--- config.mk ---
export PLATFORM = sky130hd
export DESIGN_NAME = fsd_sync_detector
export DESIGN_NICKNAME = d
export VERILOG_FILES = /design/src/rtl/fsd_pkg.sv /design/src/rtl/fsd_sym_window.sv /design/src/rtl/fsd_frame_fsm.sv /design/src/rtl/fsd_sf_tracker.sv /design/src/rtl/fsd_loss_timer.sv /design/src/rtl/fsd_sync_detector.sv
export SDC_FILE = /design/constraint.sdc
export NUM_CORES = 1
export LEC_CHECK = 0
export BUFFER_PORTS_ARGS = -buffer_cell sky130_fd_sc_hd__buf_4
export CELL_PAD_IN_SITES_DETAIL_PLACEMENT = 1
export CELL_PAD_IN_SITES_GLOBAL_PLACEMENT = 2
export CORE_MARGIN = 1
export CORE_UTILIZATION = 30
export CTS_BUF_LIST = sky130_fd_sc_hd__clkbuf_8
export CTS_CLUSTER_SIZE = 24
export DETAILED_ROUTE_END_ITERATION = 7
export PLACE_DENSITY = 0.69
export SYNTH_ARGS = -nofsm -noshare
export SYNTH_HDL_FRONTEND = slang
export SYNTH_SLANG_ARGS = --single-unit
--- constraint.sdc ---
create_clock -name clk -period 4.5 [get_ports clk]
set_input_delay 0.225 -clock clk [delete_from_list [all_inputs] [get_ports clk]]
set_output_delay 0.225 -clock clk [all_outputs]
set_load 0.02 [all_outputs]
--- src/rtl/fsd_pkg.sv ---
package fsd_pkg;

    typedef enum logic [1:0] {
        Q_M3 = 2'b00,
        Q_M1 = 2'b01,
        Q_P1 = 2'b10,
        Q_P3 = 2'b11
    } quat_e;

    localparam int SYNC_LEN = 9;
    localparam int SYNC_W   = 2 * SYNC_LEN;

    // oldest symbol in the most significant position
    localparam logic [SYNC_W-1:0] SYNC_PAT = {
        Q_P3, Q_P3, Q_M3, Q_M3, Q_M3, Q_P3, Q_M3, Q_P3, Q_P3
    };

    typedef enum logic [1:0] {
        ST_HUNT    = 2'd0,
        ST_CONFIRM = 2'd1,
        ST_LOCKED  = 2'd2
    } fsync_state_e;

    typedef struct packed {
        logic norm;
        logic inv;
    } sync_hit_t;

    function automatic logic [SYNC_W-1:0] sync_pattern(input logic inverted);
        return inverted ? ~SYNC_PAT : SYNC_PAT;
    endfunction

endpackage

--- src/rtl/fsd_sym_window.sv ---
module fsd_sym_window
    import fsd_pkg::*;
(
    input  logic      clk,
    input  logic      rst,
    input  logic      vld,
    input  logic [1:0] sym,
    output sync_hit_t hit
);
    localparam int HW = 2 * (SYNC_LEN - 1);

    logic [HW-1:0]     hist;
    logic [SYNC_W-1:0] cand;

    assign cand = {hist, sym};

    always_ff @(posedge clk) begin
        if (rst) begin
            hist <= {(SYNC_LEN-1){Q_P1}};
        end else if (vld) begin
            hist <= cand[HW-1:0];
        end
    end

    always_comb begin
        hit.norm = vld && (cand == sync_pattern(1'b0));
        hit.inv  = vld && (cand == sync_pattern(1'b1));
    end

    a_r1_forms_exclusive: assert property (@(posedge clk) disable iff (rst)
        !(hit.norm && hit.inv));
endmodule

--- src/rtl/fsd_frame_fsm.sv ---
module fsd_frame_fsm
    import fsd_pkg::*;
#(
    parameter int FRAME_LEN  = 120,
    parameter int ACQ_HITS   = 2,
    parameter int MISS_LIMIT = 4
) (
    input  logic      clk,
    input  logic      rst,
    input  logic      vld,
    input  logic      sig_lost,
    input  sync_hit_t hit,
    output logic      locked,
    output logic      frame_start,
    output logic      fs_evt,
    output logic      lock_nx
);
    localparam int CW = $clog2(FRAME_LEN);
    localparam int AW = $clog2(ACQ_HITS + 1);
    localparam int MW = $clog2(MISS_LIMIT + 1);
    localparam logic [CW-1:0] LAST     = CW'(FRAME_LEN - 1);
    localparam logic [AW-1:0] ACQ_N    = AW'(ACQ_HITS);
    localparam logic [MW-1:0] MISS_TOP = MW'(MISS_LIMIT - 1);

    fsync_state_e  st, st_n;
    logic [CW-1:0] cnt, cnt_n;
    logic [AW-1:0] acq, acq_n;
    logic [MW-1:0] miss, miss_n;
    logic          any_hit, at_exp;

    assign any_hit = hit.norm | hit.inv;
    assign at_exp  = vld && (cnt == LAST);

    always_comb begin
        st_n   = st;
        cnt_n  = cnt;
        acq_n  = acq;
        miss_n = miss;
        if (vld) begin
            cnt_n = at_exp ? '0 : cnt + 1'b1;
        end
        case (st)
            ST_HUNT: begin
                if (any_hit) begin
                    cnt_n = '0;
                    if (ACQ_HITS <= 1) begin
                        st_n   = ST_LOCKED;
                        miss_n = '0;
                    end else begin
                        st_n  = ST_CONFIRM;
                        acq_n = AW'(1);
                    end
                end
            end
            ST_CONFIRM: begin
                if (at_exp) begin
                    if (any_hit) begin
                        acq_n = acq + 1'b1;
                        if (acq_n == ACQ_N) begin
                            st_n   = ST_LOCKED;
                            miss_n = '0;
                        end
                    end else begin
                        st_n  = ST_HUNT;
                        acq_n = '0;
                    end
                end
            end
            ST_LOCKED: begin
                if (at_exp) begin
                    if (any_hit) begin
                        miss_n = '0;
                    end else if (miss == MISS_TOP) begin
                        st_n   = ST_HUNT;
                        miss_n = '0;
                        acq_n  = '0;
                    end else begin
                        miss_n = miss + 1'b1;
                    end
                end
            end
            default: st_n = ST_HUNT;
        endcase
        if (sig_lost) begin
            st_n   = ST_HUNT;
            acq_n  = '0;
            miss_n = '0;
        end
    end

    assign lock_nx = (st_n == ST_LOCKED);
    assign fs_evt  = lock_nx && (at_exp || (vld && st != ST_LOCKED));

    always_ff @(posedge clk) begin
        if (rst) begin
            st          <= ST_HUNT;
            cnt         <= '0;
            acq         <= '0;
            miss        <= '0;
            locked      <= 1'b0;
            frame_start <= 1'b0;
        end else begin
            st          <= st_n;
            cnt         <= cnt_n;
            acq         <= acq_n;
            miss        <= miss_n;
            locked      <= lock_nx;
            frame_start <= fs_evt;
        end
    end

    a_r3_start_only_locked: assert property (@(posedge clk) disable iff (rst)
        frame_start |-> locked);
    a_r2_entry_pulses: assert property (@(posedge clk) disable iff (rst)
        $rose(locked) |-> frame_start);
    a_r4_drop_on_symbol: assert property (@(posedge clk) disable iff (rst)
        ($fell(locked) && !$past(sig_lost)) |-> $past(vld));
    a_r8_sigloss_unlocks: assert property (@(posedge clk) disable iff (rst)
        sig_lost |=> !locked);
endmodule

--- src/rtl/fsd_sf_tracker.sv ---
module fsd_sf_tracker
    import fsd_pkg::*;
#(
    parameter int SF_FRAMES = 8,
    parameter int IW        = $clog2(SF_FRAMES + 1)
) (
    input  logic          clk,
    input  logic          rst,
    input  logic          fs_evt,
    input  logic          lock_nx,
    input  sync_hit_t     hit,
    output logic [IW-1:0] idx,
    output logic          sf_locked
);
    localparam logic [IW-1:0] TOP = IW'(SF_FRAMES);
    localparam logic [IW-1:0] ONE = IW'(1);

    logic [IW-1:0] pred;

    assign pred = (idx == TOP) ? ONE : idx + ONE;

    always_ff @(posedge clk) begin
        if (rst || !lock_nx) begin
            idx       <= '0;
            sf_locked <= 1'b0;
        end else if (fs_evt) begin
            if (hit.inv) begin
                idx       <= ONE;
                sf_locked <= !(sf_locked && pred != ONE);
            end else begin
                idx <= pred;
                if (hit.norm && sf_locked && pred == ONE) begin
                    sf_locked <= 1'b0;
                end
            end
        end
    end

    a_r5_idx_range: assert property (@(posedge clk) disable iff (rst)
        idx <= TOP);
    a_r6_sf_rise_at_one: assert property (@(posedge clk) disable iff (rst)
        $rose(sf_locked) |-> idx == ONE);
endmodule

--- src/rtl/fsd_loss_timer.sv ---
module fsd_loss_timer #(
    parameter int LOSS_SYMS = 38400
) (
    input  logic clk,
    input  logic rst,
    input  logic vld,
    input  logic locked,
    input  logic sig_lost,
    output logic rpt
);
    localparam int LW = $clog2(LOSS_SYMS + 1);
    localparam logic [LW-1:0] LIM = LW'(LOSS_SYMS);

    logic [LW-1:0] cnt;

    always_ff @(posedge clk) begin
        if (rst) begin
            cnt <= '0;
            rpt <= 1'b0;
        end else if (sig_lost) begin
            rpt <= 1'b1;
        end else if (locked) begin
            cnt <= '0;
            rpt <= 1'b0;
        end else if (vld) begin
            if (cnt == LIM) begin
                rpt <= 1'b1;
            end else begin
                cnt <= cnt + 1'b1;
            end
        end
    end

    a_r8_sigloss_reports: assert property (@(posedge clk) disable iff (rst)
        sig_lost |=> rpt);
    a_r7_clear_while_locked: assert property (@(posedge clk) disable iff (rst)
        (locked && !sig_lost) |=> !rpt);
endmodule

--- src/rtl/fsd_sync_detector.sv ---
module fsd_sync_detector
    import fsd_pkg::*;
#(
    parameter int FRAME_LEN  = 120,
    parameter int SF_FRAMES  = 8,
    parameter int ACQ_HITS   = 2,
    parameter int MISS_LIMIT = 4,
    parameter int LOSS_SYMS  = 38400,
    parameter int IW         = $clog2(SF_FRAMES + 1)
) (
    input  logic          clk,
    input  logic          rst,
    input  logic          sym_vld,
    input  logic [1:0]    sym,
    input  logic          sig_lost,
    output logic          frame_locked,
    output logic          sf_locked,
    output logic [IW-1:0] frame_idx,
    output logic          frame_start,
    output logic          loss_rpt
);
    sync_hit_t hit;
    logic      fs_evt;
    logic      lock_nx;

    fsd_sym_window u_win (
        .clk (clk),
        .rst (rst),
        .vld (sym_vld),
        .sym (sym),
        .hit (hit)
    );

    fsd_frame_fsm #(
        .FRAME_LEN  (FRAME_LEN),
        .ACQ_HITS   (ACQ_HITS),
        .MISS_LIMIT (MISS_LIMIT)
    ) u_fsm (
        .clk         (clk),
        .rst         (rst),
        .vld         (sym_vld),
        .sig_lost    (sig_lost),
        .hit         (hit),
        .locked      (frame_locked),
        .frame_start (frame_start),
        .fs_evt      (fs_evt),
        .lock_nx     (lock_nx)
    );

    fsd_sf_tracker #(
        .SF_FRAMES (SF_FRAMES),
        .IW        (IW)
    ) u_sf (
        .clk       (clk),
        .rst       (rst),
        .fs_evt    (fs_evt),
        .lock_nx   (lock_nx),
        .hit       (hit),
        .idx       (frame_idx),
        .sf_locked (sf_locked)
    );

    fsd_loss_timer #(
        .LOSS_SYMS (LOSS_SYMS)
    ) u_loss (
        .clk      (clk),
        .rst      (rst),
        .vld      (sym_vld),
        .locked   (frame_locked),
        .sig_lost (sig_lost),
        .rpt      (loss_rpt)
    );

    a_r6_sf_needs_lock: assert property (@(posedge clk) disable iff (rst)
        sf_locked |-> frame_locked);
endmodule

# Word-level counts from Yosys, hierarchy flattened
# Cells that the tools add are included.
# totals
ff_bits	54
input_bits	6
out_inout_bits	8
# classes
n_addsub	5
eq_ne	21
mux	38
n_bitwise	2
reduce_logical	25
# op_table
op	count
$mux 16	3
$mux 2	14
$mux 7	4
$eq 18x14->1 const B	1
$eq 18x18->1 const B	1
$mux 3	6
$add 16x1->16 const B	1
$eq 16x16->1 const B	1
$ne 2x1->1 const B	6
$pmux 2 s3	2
$reduce_bool 3->1	3
$logic_and 1x1->1	8
$mux 4	2
$add 7x1->7 const B	1
$eq 7x7->1 const B	1
$eq 2x2->1 const B	3
$mux 1	6
$ne 2x2->1 const B	3
$pmux 3 s2	1
$reduce_and 6->1	1
$reduce_bool 2->1	3
$reduce_and 5->1	1
$add 4x1->4 const B	1
$eq 4x1->1 const B	1
other kinds (14)	17

# Logic depth before layout (Yosys ltp)
# logic_depth
depth_word	10
mapped_depth	10
mapped_depth_nobuf	9

# Cells and area by module
# A second synthesis with hierarchy kept.
# unflattened
hier_cells	335
area_unflattened_um2	2992.9
# by_module_without_submodules
module	instances	cells_each	area_per_inst_um2	seq_area_each_um2
fsd_loss_timer	1	123	1001.0	340.3
fsd_frame_fsm	1	105	935.9	320.3
fsd_sym_window	1	66	708.2	320.3
fsd_sf_tracker	1	41	347.8	100.1

# Least setup slack after synthesis
# OpenSTA, ideal clock, no wires.
# synth_path
path_kind	flip-flop to flip-flop
from	register u_loss.cnt[0]
to	register u_loss.cnt[12]
setup_time_ps	128
arrival_time_ps	2108
slack_ps	2264
path_stages_with_launch	10
path_buffers	0
path_cell_list	dfxtp_1 -> inv_1 -> ha_1 -> or3b_2 -> o41a_1 -> o2111ai_1 -> nor2_1 -> nand4_1 -> xor2_1 -> nor2_1
# synth_via
elab_chain_len	4
elab_cells_between_ends	7
cone_classes	add/sub: 1; eq/ne: 2; mux: 3; reduce/logical: 1
# synth_rtl
element	line	rtl
start, declared	fsd_loss_timer.sv:14	logic [LW-1:0] cnt;
start signal, assigned	fsd_loss_timer.sv:29	cnt <= cnt + 1'b1;
$add 16x1->16	fsd_loss_timer.sv:29	
$mux 16	fsd_loss_timer.sv:26	if (cnt == LIM) begin
$mux 16	fsd_loss_timer.sv:25	end else if (vld) begin
$mux 16	fsd_loss_timer.sv:22	end else if (locked) begin
# Parallel ways exist; a longest one is shown, timed or not. The select of a mux whose other input is x is not followed.
# A chain may end at the register's enable or synchronous reset.

# Worst setup path in the final report
# layout_path
from	register u_win.hist[0]
to	register u_fsm.frame_start
# layout_via
elab_chain_len	9
elab_cells_between_ends	14
cone_classes	eq/ne: 3; mux: 7; bitwise: 1; reduce/logical: 3
# layout_rtl
element	line	rtl
start, declared	fsd_sym_window.sv:12	logic [HW-1:0] hist;
start signal, assigned	fsd_sym_window.sv:19	hist <= {(SYNC_LEN-1){Q_P1}};
start signal, assigned	fsd_sym_window.sv:21	hist <= cand[HW-1:0];
$eq 18x18->1 / $eq 18x14->1 (equally long branches)	fsd_sym_window.sv:26, fsd_sym_window.sv:27	
$logic_and 1x1->1 (on tied branches)	fsd_sym_window.sv:26, fsd_sym_window.sv:27	
$or 1x1->1 *	fsd_frame_fsm.sv:31	assign any_hit = hit.norm | hit.inv;
$mux 2 (on tied branches)	fsd_frame_fsm.sv:71, fsd_frame_fsm.sv:57	
$mux 2 (on tied branches)	fsd_frame_fsm.sv:70, fsd_frame_fsm.sv:56	
$pmux 2 s3 *	fsd_frame_fsm.sv:42	case (st)
$mux 2 *	fsd_frame_fsm.sv:84	if (sig_lost) begin
$eq 2x2->1 *	fsd_frame_fsm.sv:91	assign lock_nx = (st_n == ST_LOCKED);
$logic_and 1x1->1 *	fsd_frame_fsm.sv:92	assign fs_evt = lock_nx && (at_exp || (vld && st != ST_LOCKED));
end signal, assigned	fsd_frame_fsm.sv:108	frame_start <= fs_evt;
end, declared	fsd_frame_fsm.sv:14	output logic frame_start,
# Mark *: on every way between the ends. The rest lies on a longest branch, timed or not.

==> flow_metrics.env <==
export IMPL_postLayoutCoreUtil=0.343
export IMPL_arrival_ns=3.26
export IMPL_cpPeakStageDelay_ns=0.81
export IMPL_drt_pre_antenna_iters=5
export IMPL_routed_via_density=5.21
export IMPL_slew_viol_final=0
export IMPL_cts_clk_slew_worst_paths_ns=0.10
export IMPL_cts_buffers=5
export IMPL_core_area_um2=8890
export IMPL_synth_distinct_cells=57
export IMPL_rsz0062_at_grt="no"
export IMPL_antenna_found_initial=0
export IMPL_cp_slowest_cell="a221oi_2"
export IMPL_setup_viol=0
export IMPL_rows=34
export IMPL_clkLatencyLatePin_ns=0.31
export IMPL_switching_share=0.240
export IMPL_power_internal_mw=0.603
export IMPL_yosys_warnings=0
export IMPL_mostFrequentLayoutCells="dfxtp_1, nor2_1, nand2_1, mux2i_1, inv_1"
export IMPL_seq_area_frac_synth=0.386
export IMPL_setup_tns_ns=0
export IMPL_num_io_pins=14
export IMPL_drt_iter0_markers=90
export IMPL_avgRoutedWirePerCell_um=14.8
export IMPL_grt_max_degree=27
export IMPL_final_common_cell="dfxtp_1"
export IMPL_post_route_drc_count=0
export IMPL_cp_cell_sequence="nor4b_2 > nand4_1 > nor4_4 > o2111ai_1 > a221oi_2 > and2_2 > and3_1"
export IMPL_ctsResizeCount=0
export IMPL_clock_skew_ns=0.0118
export IMPL_fmaxAchievable_mhz=331
export IMPL_p_clk_frac=0.332
export IMPL_ant_nets=0
export IMPL_cp_max_fo=12
export IMPL_status="finished clean"
export IMPL_seqPwrFrac=0.616
export IMPL_ctsHoldBuffers=0
export IMPL_startpoint="u_win.hist[0]"
export IMPL_hold_viol=0
export IMPL_gp_congestion=0.767
export IMPL_criticalPathCategory="reg2reg"
export IMPL_cts_buffer_depth=2
export IMPL_critical_path_buf_inv_count=0
export IMPL_fp_dieW_um=98.6
export IMPL_grt_usage=0.141
export IMPL_diodes=0
export IMPL_postSynthAreaPerCell_um2=8.78
export IMPL_post_cts_setup_buffers=0
export IMPL_grt_pass1_vias=2202
export IMPL_synthFlopType="dfxtp_1"
export IMPL_hold_path_class="in2reg"
export IMPL_cp_start_kind="flop"
export IMPL_cts_sinks=54
export IMPL_synthCells=319
export IMPL_slew_headroom=0.244
export IMPL_max_cap_violations=0
export IMPL_nets=345
export IMPL_cts_tree="done"
export IMPL_synthesis_nets=337
export IMPL_area_delta_synth_final_pct=8.98
export IMPL_dp_hpwl_um=4760
export IMPL_rr_startpoint="u_win.hist[0]"
export IMPL_overflow=0
export IMPL_cp_end_kind="flop"
export IMPL_die_h_um=98.6
export IMPL_crit_path_end="u_fsm.frame_start"
export IMPL_syn_area_um2=2800
export IMPL_vias=2265
export IMPL_fillers=1024
export IMPL_h_tree_depth=2
export IMPL_synth_edf_count=0
export IMPL_required_ns=4.75
export IMPL_start_util=0.315
export IMPL_drive_above_1_share=0.110
export IMPL_period_share=0.670
export IMPL_die_area_um2=9730
export IMPL_io_buffers=13
export IMPL_reg2reg_depth=7
export IMPL_cp_depth=7
export IMPL_p_leak_nw=1.16
export IMPL_ir_drop_v=0.000128
export IMPL_timing_rr_end="u_fsm.frame_start"
export IMPL_seq_area_um2=1080
export IMPL_rrSetupSlack_ns=1.48
export IMPL_synth_async_sr_flop_share=0
export IMPL_crit_family="simple AND/OR/NAND/NOR gates"
export IMPL_ys_ff_latch=54
export IMPL_combinationalPowerShare=0.052
export IMPL_power_net_switching_mw=0.190
export IMPL_grt_first_pass_wirelength_um=11000
export IMPL_drt_wl_total_um=6460
export IMPL_finalCriticalPeriod_ns=3.02
export IMPL_clockRootBuffer="clkbuf_8"
export IMPL_power_per_cell_area_nw_per_um2=260
export IMPL_multiInputGateArea_um2=1590
export IMPL_tightest_slew_ns=1.13
[state kept, by name, indices dropped and copies added, names as in the netlist]
register,count
u_loss.rpt,1
u_fsm.frame_start,1
u_fsm.acq,2
u_fsm.locked,1
u_fsm.miss,3
u_sf.sf_locked,1
u_loss.cnt,16
u_win.hist,16
u_fsm.cnt,7
u_fsm.st,2
u_sf.idx,4
[per-stage QoR]
step / instance area [um^2] / power (mW) / setup slack (ns) / hold WS [ns] / std cells
finish: 3050 / 0.793 / 1.48 / 0.157 / 435
global route: 3050 / 0.833 / 1.26 / 0.143 / 435
CTS: 3050 / 0.810 / 1.50 / 0.154 / 435
detailed placement: 2970 / 0.541 / 1.52 / 0.476 / 428
global placement: 2970 / 0.541 / 1.64 / 0.472 / 428
floorplan: 2800 / 0.528 / 2.26 / 0.354 / 319
[kinds of logic after synthesis]
kind of cell	count (synthesis)	synth area share
AOI/OAI and AO/OA	46	0.110
xor gates and xnor gates	17	0.0531
and+or+nand+nor	140	0.276
adders and majority gates	12	0.0536
muxes	21	0.0755
buffers and inverters	29	0.0460
DFF	54	0.386
[cells in the mapped netlist, types with 7 or more instances]
cell / number / area [um^2]
ha_1: 12 / 150
a21oi_1: 13 / 65.1
clkbuf_1: 7 / 26.3
nand2_1: 26 / 97.6
o21ai_0: 10 / 50.1
nor3_1: 11 / 55.1
nor2_1: 40 / 150
dfxtp_1: 54 / 1080
nand4_1: 14 / 87.6
xor2_1: 13 / 114
inv_1: 16 / 60.1
mux2i_1: 20 / 200
nand3_1: 11 / 55.1
[worst reg2reg max path, stage by stage, from the launching register on]
cell	delay, ns
dfxtp_1	0.35
nor4b_2	0.31
nand4_1	0.20
nor4_4	0.58
o2111ai_1	0.24
a221oi_2	0.81
and2_2	0.30
and3_1	0.16
[metal layers]
metal  wire length [um]  global-route usage
met1               3450               0.202
met2               2810               0.215
met3                157              0.0348
met4                 40              0.0276
met5                  0                   0
[layout make-up]
type                            instances  area share
Multi-Input combinational cell        236       0.521
Sequential cell                        54       0.354
Tap cell                              108      0.0443
Timing Repair Buffer                   14      0.0344
Clock buffer                            5      0.0225
Inverter                               16      0.0197
Clock inverter                          2     0.00369
[how the worst min path moves through the flow]
stage / startpoint / endpoint / slack [ns] / cells after the start
3_3_place_gp: u_fsm.miss[1] / u_fsm.miss[1] / 0.47 / 2
4_1_cts: sym[1] / u_win.hist[1] / 0.15 / 3
2_1_floorplan: sym[1] / u_win.hist[1] / 0.35 / 2
6_report: sym[1] / u_win.hist[1] / 0.16 / 3
3_5_place_dp: u_fsm.miss[2] / u_fsm.miss[2] / 0.48 / 1
5_1_grt: sym[1] / u_win.hist[1] / 0.14 / 3
[power by group through the flow]
stage	Combinational (mW)	Clock [mW]	Sequential [mW]
2_1_floorplan	0.0298	0	0.499
3_3_place_gp	0.0419	0	0.499
3_5_place_dp	0.0419	0	0.499
6_report	0.0413	0.263	0.488
5_1_grt	0.0463	0.297	0.489
4_1_cts	0.0421	0.279	0.488
Power figures use the tool's default switching activity.
